===== src/rtl/blkop_pkg.sv =====
package blkop_pkg;

   typedef enum logic [1:0] {
      OP_SEARCH = 2'b00,
      OP_COPY   = 2'b01,
      OP_INPUT  = 2'b10,
      OP_NONE   = 2'b11
   } blk_op_e;

   typedef enum logic [2:0] {
      ST_IDLE,
      ST_READ,
      ST_CAPT,
      ST_WRITE,
      ST_DONE
   } seq_state_e;

   localparam int FL_S  = 7;
   localparam int FL_Z  = 6;
   localparam int FL_H  = 4;
   localparam int FL_PV = 2;
   localparam int FL_N  = 1;
   localparam int FL_C  = 0;

endpackage


===== src/rtl/blkop_flagmix.sv =====
module blkop_flagmix #(
   parameter int W = 8
) (
   input  logic [W-1:0] old_f,
   input  logic [W-1:0] mask,
   input  logic [W-1:0] val,
   output logic [W-1:0] new_f
);

   for (genvar i = 0; i < W; i++) begin : g_bit
      assign new_f[i] = mask[i] ? val[i] : old_f[i];
   end

endmodule


===== src/rtl/blkop_calc.sv =====
module blkop_calc
   import blkop_pkg::*;
#(
   parameter int AW      = 16,
   parameter int DW      = 8,
   parameter int TSW     = 5,
   parameter int TS_END  = 16,
   parameter int TS_RPT  = 21,
   parameter int PC_STEP = 2
) (
   input  blk_op_e         op,
   input  logic [DW-1:0]   a,
   input  logic [AW-1:0]   hl,
   input  logic [AW-1:0]   de,
   input  logic [AW-1:0]   bc,
   input  logic [AW-1:0]   pc,
   input  logic [DW-1:0]   flg,
   input  logic [DW-1:0]   dat,
   output logic [AW-1:0]   hl_n,
   output logic [AW-1:0]   de_n,
   output logic [AW-1:0]   bc_n,
   output logic [AW-1:0]   pc_n,
   output logic [DW-1:0]   flg_n,
   output logic            rpt,
   output logic [TSW-1:0]  ts,
   output logic [AW-1:0]   wr_addr
);

   localparam logic [AW-1:0] ONE_W = AW'(1);
   localparam logic [DW-1:0] ONE_B = DW'(1);

   logic [AW-1:0] hl_dec, de_dec, bc_dec;
   logic [DW-1:0] b_dec;
   logic          bc_live, b_live, match;
   logic [DW-1:0] fmask, fval;

   assign hl_dec  = hl - ONE_W;
   assign de_dec  = de - ONE_W;
   assign bc_dec  = bc - ONE_W;
   assign b_dec   = bc[AW-1:DW] - ONE_B;
   assign bc_live = (bc_dec != '0);
   assign b_live  = (b_dec != '0);
   assign match   = (a == dat);

   always_comb begin
      hl_n    = hl;
      de_n    = de;
      bc_n    = bc;
      rpt     = 1'b0;
      wr_addr = hl;
      fmask   = '0;
      fval    = '0;
      unique case (op)
         OP_SEARCH: begin
            hl_n         = hl_dec;
            bc_n         = bc_dec;
            rpt          = !match && bc_live;
            fmask[FL_S]  = 1'b1;
            fmask[FL_Z]  = 1'b1;
            fmask[FL_H]  = 1'b1;
            fmask[FL_PV] = 1'b1;
            fmask[FL_N]  = 1'b1;
            fval[FL_S]   = (a < dat);
            fval[FL_Z]   = match;
            fval[FL_H]   = (a[3:0] < dat[3:0]);
            fval[FL_PV]  = bc_live;
            fval[FL_N]   = 1'b1;
         end
         OP_COPY: begin
            hl_n         = hl_dec;
            de_n         = de_dec;
            bc_n         = bc_dec;
            wr_addr      = de;
            fmask[FL_H]  = 1'b1;
            fmask[FL_N]  = 1'b1;
            fmask[FL_PV] = 1'b1;
            fval[FL_PV]  = bc_live;
         end
         OP_INPUT: begin
            hl_n         = hl_dec;
            bc_n         = {b_dec, bc[DW-1:0]};
            rpt          = b_live;
            fmask[FL_Z]  = 1'b1;
            fmask[FL_N]  = 1'b1;
            fval[FL_Z]   = 1'b1;
            fval[FL_N]   = 1'b1;
         end
         default: ;
      endcase
   end

   assign pc_n = rpt ? (pc - AW'(PC_STEP)) : pc;
   assign ts   = rpt ? TSW'(TS_RPT) : TSW'(TS_END);

   blkop_flagmix #(.W(DW)) u_mix (
      .old_f (flg),
      .mask  (fmask),
      .val   (fval),
      .new_f (flg_n)
   );

endmodule


===== src/rtl/blkop_fsm.sv =====
module blkop_fsm
   import blkop_pkg::*;
(
   input  logic       clk,
   input  logic       rst_n,
   input  logic       start,
   input  blk_op_e    op_in,
   input  blk_op_e    op_q,
   output seq_state_e state,
   output logic       accept
);

   seq_state_e nxt;

   assign accept = (state == ST_IDLE) && start && (op_in != OP_NONE);

   always_comb begin
      nxt = state;
      unique case (state)
         ST_IDLE:  if (accept) nxt = ST_READ;
         ST_READ:  nxt = ST_CAPT;
         ST_CAPT:  nxt = (op_q == OP_SEARCH) ? ST_DONE : ST_WRITE;
         ST_WRITE: nxt = ST_DONE;
         ST_DONE:  nxt = ST_IDLE;
         default:  nxt = ST_IDLE;
      endcase
   end

   always_ff @(posedge clk or negedge rst_n) begin
      if (!rst_n) state <= ST_IDLE;
      else        state <= nxt;
   end

endmodule


===== src/rtl/blkop_seq.sv =====
module blkop_seq
   import blkop_pkg::*;
#(
   parameter int AW      = 16,
   parameter int DW      = 8,
   parameter int TSW     = 5,
   parameter int TS_END  = 16,
   parameter int TS_RPT  = 21,
   parameter int PC_STEP = 2
) (
   input  logic            clk,
   input  logic            rst_n,
   input  logic            start,
   input  logic [1:0]      mode,
   input  logic [DW-1:0]   a_in,
   input  logic [AW-1:0]   hl_in,
   input  logic [AW-1:0]   de_in,
   input  logic [AW-1:0]   bc_in,
   input  logic [AW-1:0]   pc_in,
   input  logic [DW-1:0]   flags_in,
   output logic [AW-1:0]   mem_addr,
   output logic            mem_rd,
   output logic            mem_wr,
   output logic [DW-1:0]   mem_wdata,
   input  logic [DW-1:0]   mem_rdata,
   output logic [AW-1:0]   io_addr,
   output logic            io_rd,
   input  logic [DW-1:0]   io_rdata,
   output logic            done,
   output logic            rpt_o,
   output logic [TSW-1:0]  tstates,
   output logic [AW-1:0]   hl_o,
   output logic [AW-1:0]   de_o,
   output logic [AW-1:0]   bc_o,
   output logic [AW-1:0]   pc_o,
   output logic [DW-1:0]   flags_o
);

   if (AW != 2 * DW) begin : g_bad_width
      $error("register pair width must be twice the data width");
   end
   if (DW < 8) begin : g_bad_data
      $error("data width must hold the flag byte");
   end
   if ((TS_RPT >= (1 << TSW)) || (TS_END >= (1 << TSW))) begin : g_bad_ts
      $error("T-state counts do not fit the count width");
   end

   seq_state_e state;
   logic       accept;
   blk_op_e    op_q;

   logic [DW-1:0] a_q, flg_q, dat_q;
   logic [AW-1:0] hl_q, de_q, bc_q, pc_q, wr_addr_q;

   logic [DW-1:0]  dat_sel, flg_n;
   logic [AW-1:0]  hl_n, de_n, bc_n, pc_n, wr_n;
   logic           rpt_n;
   logic [TSW-1:0] ts_n;

   blkop_fsm u_fsm (
      .clk    (clk),
      .rst_n  (rst_n),
      .start  (start),
      .op_in  (blk_op_e'(mode)),
      .op_q   (op_q),
      .state  (state),
      .accept (accept)
   );

   always_ff @(posedge clk or negedge rst_n) begin
      if (!rst_n) begin
         op_q  <= OP_SEARCH;
         a_q   <= '0;
         flg_q <= '0;
         hl_q  <= '0;
         de_q  <= '0;
         bc_q  <= '0;
         pc_q  <= '0;
      end else if (accept) begin
         op_q  <= blk_op_e'(mode);
         a_q   <= a_in;
         flg_q <= flags_in;
         hl_q  <= hl_in;
         de_q  <= de_in;
         bc_q  <= bc_in;
         pc_q  <= pc_in;
      end
   end

   assign dat_sel = (op_q == OP_INPUT) ? io_rdata : mem_rdata;

   blkop_calc #(
      .AW(AW), .DW(DW), .TSW(TSW),
      .TS_END(TS_END), .TS_RPT(TS_RPT), .PC_STEP(PC_STEP)
   ) u_calc (
      .op      (op_q),
      .a       (a_q),
      .hl      (hl_q),
      .de      (de_q),
      .bc      (bc_q),
      .pc      (pc_q),
      .flg     (flg_q),
      .dat     (dat_sel),
      .hl_n    (hl_n),
      .de_n    (de_n),
      .bc_n    (bc_n),
      .pc_n    (pc_n),
      .flg_n   (flg_n),
      .rpt     (rpt_n),
      .ts      (ts_n),
      .wr_addr (wr_n)
   );

   always_ff @(posedge clk or negedge rst_n) begin
      if (!rst_n) begin
         hl_o      <= '0;
         de_o      <= '0;
         bc_o      <= '0;
         pc_o      <= '0;
         flags_o   <= '0;
         rpt_o     <= 1'b0;
         tstates   <= '0;
         dat_q     <= '0;
         wr_addr_q <= '0;
      end else if (state == ST_CAPT) begin
         hl_o      <= hl_n;
         de_o      <= de_n;
         bc_o      <= bc_n;
         pc_o      <= pc_n;
         flags_o   <= flg_n;
         rpt_o     <= rpt_n;
         tstates   <= ts_n;
         dat_q     <= dat_sel;
         wr_addr_q <= wr_n;
      end
   end

   assign mem_rd    = (state == ST_READ) && (op_q != OP_INPUT);
   assign io_rd     = (state == ST_READ) && (op_q == OP_INPUT);
   assign mem_wr    = (state == ST_WRITE);
   assign mem_addr  = (state == ST_WRITE) ? wr_addr_q : hl_q;
   assign mem_wdata = dat_q;
   assign io_addr   = bc_q;
   assign done      = (state == ST_DONE);

endmodule


===== config.mk =====
export PLATFORM = sky130hd
export DESIGN_NAME = blkop_seq
export DESIGN_NICKNAME = d
export VERILOG_FILES = /design/src/rtl/blkop_pkg.sv /design/src/rtl/blkop_flagmix.sv /design/src/rtl/blkop_calc.sv /design/src/rtl/blkop_fsm.sv /design/src/rtl/blkop_seq.sv
export SDC_FILE = /design/constraint.sdc
export NUM_CORES = 1
export LEC_CHECK = 0
export ABC_AREA = 0
export BUFFER_PORTS_ARGS = -buffer_cell sky130_fd_sc_hd__buf_2
export CAP_MARGIN = 10
export CORE_ASPECT_RATIO = 1.25
export CORE_UTILIZATION = 58
export CTS_CLUSTER_DIAMETER = 200
export DETAILED_ROUTE_END_ITERATION = 6
export PLACE_DENSITY_LB_ADDON = 0.25
export SETUP_SLACK_MARGIN = 0.1
export SYNTH_ARGS = -nofsm -noshare
export SYNTH_HDL_FRONTEND = slang
export SYNTH_SLANG_ARGS = --single-unit

===== constraint.sdc =====
create_clock -name clk -period 9 [get_ports clk]
set_input_delay 1.8 -clock clk [delete_from_list [all_inputs] [get_ports clk]]
set_output_delay 1.8 -clock clk [all_outputs]
set_load 0.1 [all_outputs]

==> summary by stage <==
Status
The run finished, with violations left. The checks that failed: design-rule violations.

Routing
The number of iterations in the first detailed-routing pass is 7. The detailed router placed 6794 vias in this run. The average wire per standard cell is ~17 um. The final routed wirelength across all metal layers is 20400 um. The detailed router finished its first iteration with between 400 and 500 violations. The number of routed nets with antenna violations is 0.

The count of unresolved DRC violations after routing is 15. After detailed routing, the number of vias per cell comes to 5.51.

Final layout
The leading cell type in the layout, fill and taps excluded is sky130_fd_sc_hd__buf_2. In the final design database the tool counted 1155 nets. The library cells used most frequently in the layout, excluding fill and tap cells, are sky130_fd_sc_hd__buf_2, sky130_fd_sc_hd__dfrtp_1, sky130_fd_sc_hd__nand2_1, sky130_fd_sc_hd__o21ai_0, sky130_fd_sc_hd__mux2_2. Compared with the post-synthesis result, the final layout area differs by 20.8%. Of the cells placed in the final design, the portion with a size suffix greater than 1 is 0.334.

Worst hold path
The critical hold path startpoint is pc_q[0]$_DFFE_PN0P_. The worst hold path passes through 2 cells. The worst hold path class is reg2reg. The worst hold path terminates at pc_o[0]$_DFFE_PN0N_.

Yosys
The synthesized design contains 0 enable-type register cells. The post-synthesis sequential element count is about 180. Among all flip-flop cells after synthesis, the most frequent one is sky130_fd_sc_hd__dfrtp_1. Yosys attributes the largest share of cell area to sky130_fd_sc_hd__dfrtp_1, sky130_fd_sc_hd__mux2_2, sky130_fd_sc_hd__nand2_1. The mapped netlist covers 8730 sq um.

The async set-reset flop share out of synthesis is 1.00. After synthesis, the mean cell area works out to 10.4 sq um. During synthesis, Yosys emitted a total of 0 warnings.

The post-synthesis sequential area ratio is 0.525. The number of library cell types mapped by synthesis is 51. The cell type contributing the most total cell area after synthesis is sky130_fd_sc_hd__dfrtp_1.

The proportion of netlist area held by the largest area contributor is 0.525. The count of mapped cells out of synthesis is 843.

Critical path
The worst-case register-to-register setup slack is roughly 5.6 ns. The worst register-to-register path ends at pc_o[6]$_DFFE_PN0N_. In this run the worst path has a maximum fanout of 19. The critical path class is reg2out.

The launch point of the worst reg-to-reg path is op_q[1]$_DFFE_PN0P_. For the worst setup path, the data required time is 7.20 ns. The number of cells on the worst reg-to-reg path is 10. The arrival time of data at the critical path endpoint is 2.84 ns. The category of the worst setup path launch point is a flop. The endpoint type of the worst setup path is a primary output.

Floorplanning
The number of rows created at floorplan is between 40 and 50. The die is 112 um wide. The initial cell density of the core is 0.601.

The die covers 15500 sq um. The total area inside the core boundary comes to 14500 sq um. The boundary pin count is 223.

The die is 139 um tall.

Timing
The worst pin sits at a relative slew slack of 0.292. The final count of pins violating max slew is 0. Setup violations remaining at the end of the flow were counted as 0. Based on the critical path, the design can be clocked at up to 0.215 GHz. In the finished design, the share of the clock period the worst path needs comes to 0.516. The slew at the pin closest to its max-slew limit is ~1.1 ns. The final critical-path required period is 4.64 ns. The number of hold violations in the final report is 0. Setup repair after global routing left no endpoint under its margin. The setup clock skew after layout is 0.00455 ns. After routing, the total negative slack on setup checks comes to 0 ns.

Clocking
After clock tree synthesis, the clock-pin slew on the worst setup and hold paths is 0.06 ns. Hold repair after CTS inserted 0 buffers. Once the clock tree was built, the resizer swapped 0 gates to a different size.

The maximum number of buffers from clock root to sink is 2. TritonCTS built the clock tree. The number of clock buffers added by TritonCTS is 17.

For the worst-skew pair, the clock arrives at the later sink with an insertion delay of 0.42 ns. The tree is rooted in a sky130_fd_sc_hd__clkbuf_16. The H-tree depth reported by CTS is 4.

The clock drives 183 sinks. In this run the post-CTS setup repair buffer count came out at 0.

GRT
The first-pass GRT wire length is about 33000 um. The maximum number of pins on one net before global-route repair is 106. The initial antenna violation count is 3. The overflow left after global routing is 0. For this run, the total global-route usage over all layers was measured as 0.276. The via count of the first global-routing pass came to between 6000 and 7000.

Place
Routability-driven placement finished with a final weighted congestion of 0.894. The count of buffers added on input and output ports is 220. The HPWL after detailed placement is 14400 um.

Run
The number of maximum-capacitance constraint violations is 0.
## how the worst max path moves through the flow
stage,start,end,slack [ns],cells after the start
global placement,u_fsm.state[1]$_DFFE_PN0P_,mem_addr[0],4.91,4
finish,u_fsm.state[1]$_DFFE_PN0P_,mem_addr[0],4.36,4
global route,u_fsm.state[1]$_DFFE_PN0P_,mem_addr[1],4.04,4
detailed placement,u_fsm.state[1]$_DFFE_PN0P_,mem_addr[0],4.82,4
CTS,u_fsm.state[1]$_DFFE_PN0P_,mem_addr[0],4.36,4
floorplan,u_fsm.state[1]$_DFFE_PN0P_,mem_addr[0],4.21,3
## cell families after synthesis
family / share of synthesized area
simple gates: 0.148
flops: 0.525
compound gates: 0.0870
other cells: 0.000430
buf+inv: 0.0298
mux: 0.131
xor+xnor: 0.0572
fa+ha+maj: 0.0215
## area by class of cell
type | count | area [sq um]
diodes | 2 | 5.00
clock buffers | 19 | 453
clock inverters | 13 | 178
fillers | 1099 | 3980
inverters | 12 | 45.0
multi-input cells | 599 | 3910
flip-flops and latches | 183 | 4580
well taps | 178 | 223
repair buffers | 226 | 1150
## metrics by stage
step / cells / hold slack (ns) / setup slack, ns / util / instance area [sq um]
global placement: 1198 / 0.444 / 4.91 / 0.682 / 9910
floorplan: 844 / 0.433 / 4.21 / - / 8730
finish: 1232 / 0.466 / 4.36 / 0.726 / 10500
detailed placement: 1198 / 0.461 / 4.82 / 0.682 / 9910
global route: 1232 / 0.481 / 4.04 / 0.726 / 10500
CTS: 1230 / 0.469 / 4.36 / 0.726 / 10500
## sequential cells by signal (all words and copies together) (netlist names)
register and cells:
mem_wdata 8, bc_o 16, u_fsm.state 3, a_q 8, de_o 16, hl_q 16, flags_o 8, de_q 16
flg_q 8, tstates 2, pc_o 16, pc_q 16, wr_addr_q 16, op_q 2, io_addr 16, hl_o 16
## critical path, cell delays in order (launching register included)
cell                       delay, ns
sky130_fd_sc_hd__dfrtp_1        0.47
sky130_fd_sc_hd__nand3b_1       0.51
sky130_fd_sc_hd__clkinv_1       0.65
sky130_fd_sc_hd__o21ai_0        0.33
sky130_fd_sc_hd__buf_2          0.46
## per-layer routing
metal | vias up | global-route usage | routed length (um)
met4 | 2 | 0.117 | 596
li1 | 3255 | - | -
met1 | 3262 | 0.332 | 8100
met5 | - | 0 | 10
met2 | 235 | 0.473 | 10500
met3 | 40 | 0.0638 | 1230
## synthesized netlist by cell type (all sizes together), types with 2 or more instances
cell type,number
dfrtp,183
nand2,171
o21ai,93
mux2,82
nor2,47
clkbuf,38
xnor2,38
mux2i,22
xor2,19
a21oi,15
ha,15
buf,12
inv,11
nor4,11
nor3,10
nand2b,9
nor2b,9
or3,7
or4,6
a31oi,5
nand3b,5
a21boi,4
nor3b,4
a2111oi,3
nand4,3
o21a,3
a211oi,2
a21o,2
nor4b,2
o31ai,2
Power is not shown: default switching activity piles up to over one toggle a cycle in this logic, so the estimate is an artifact.
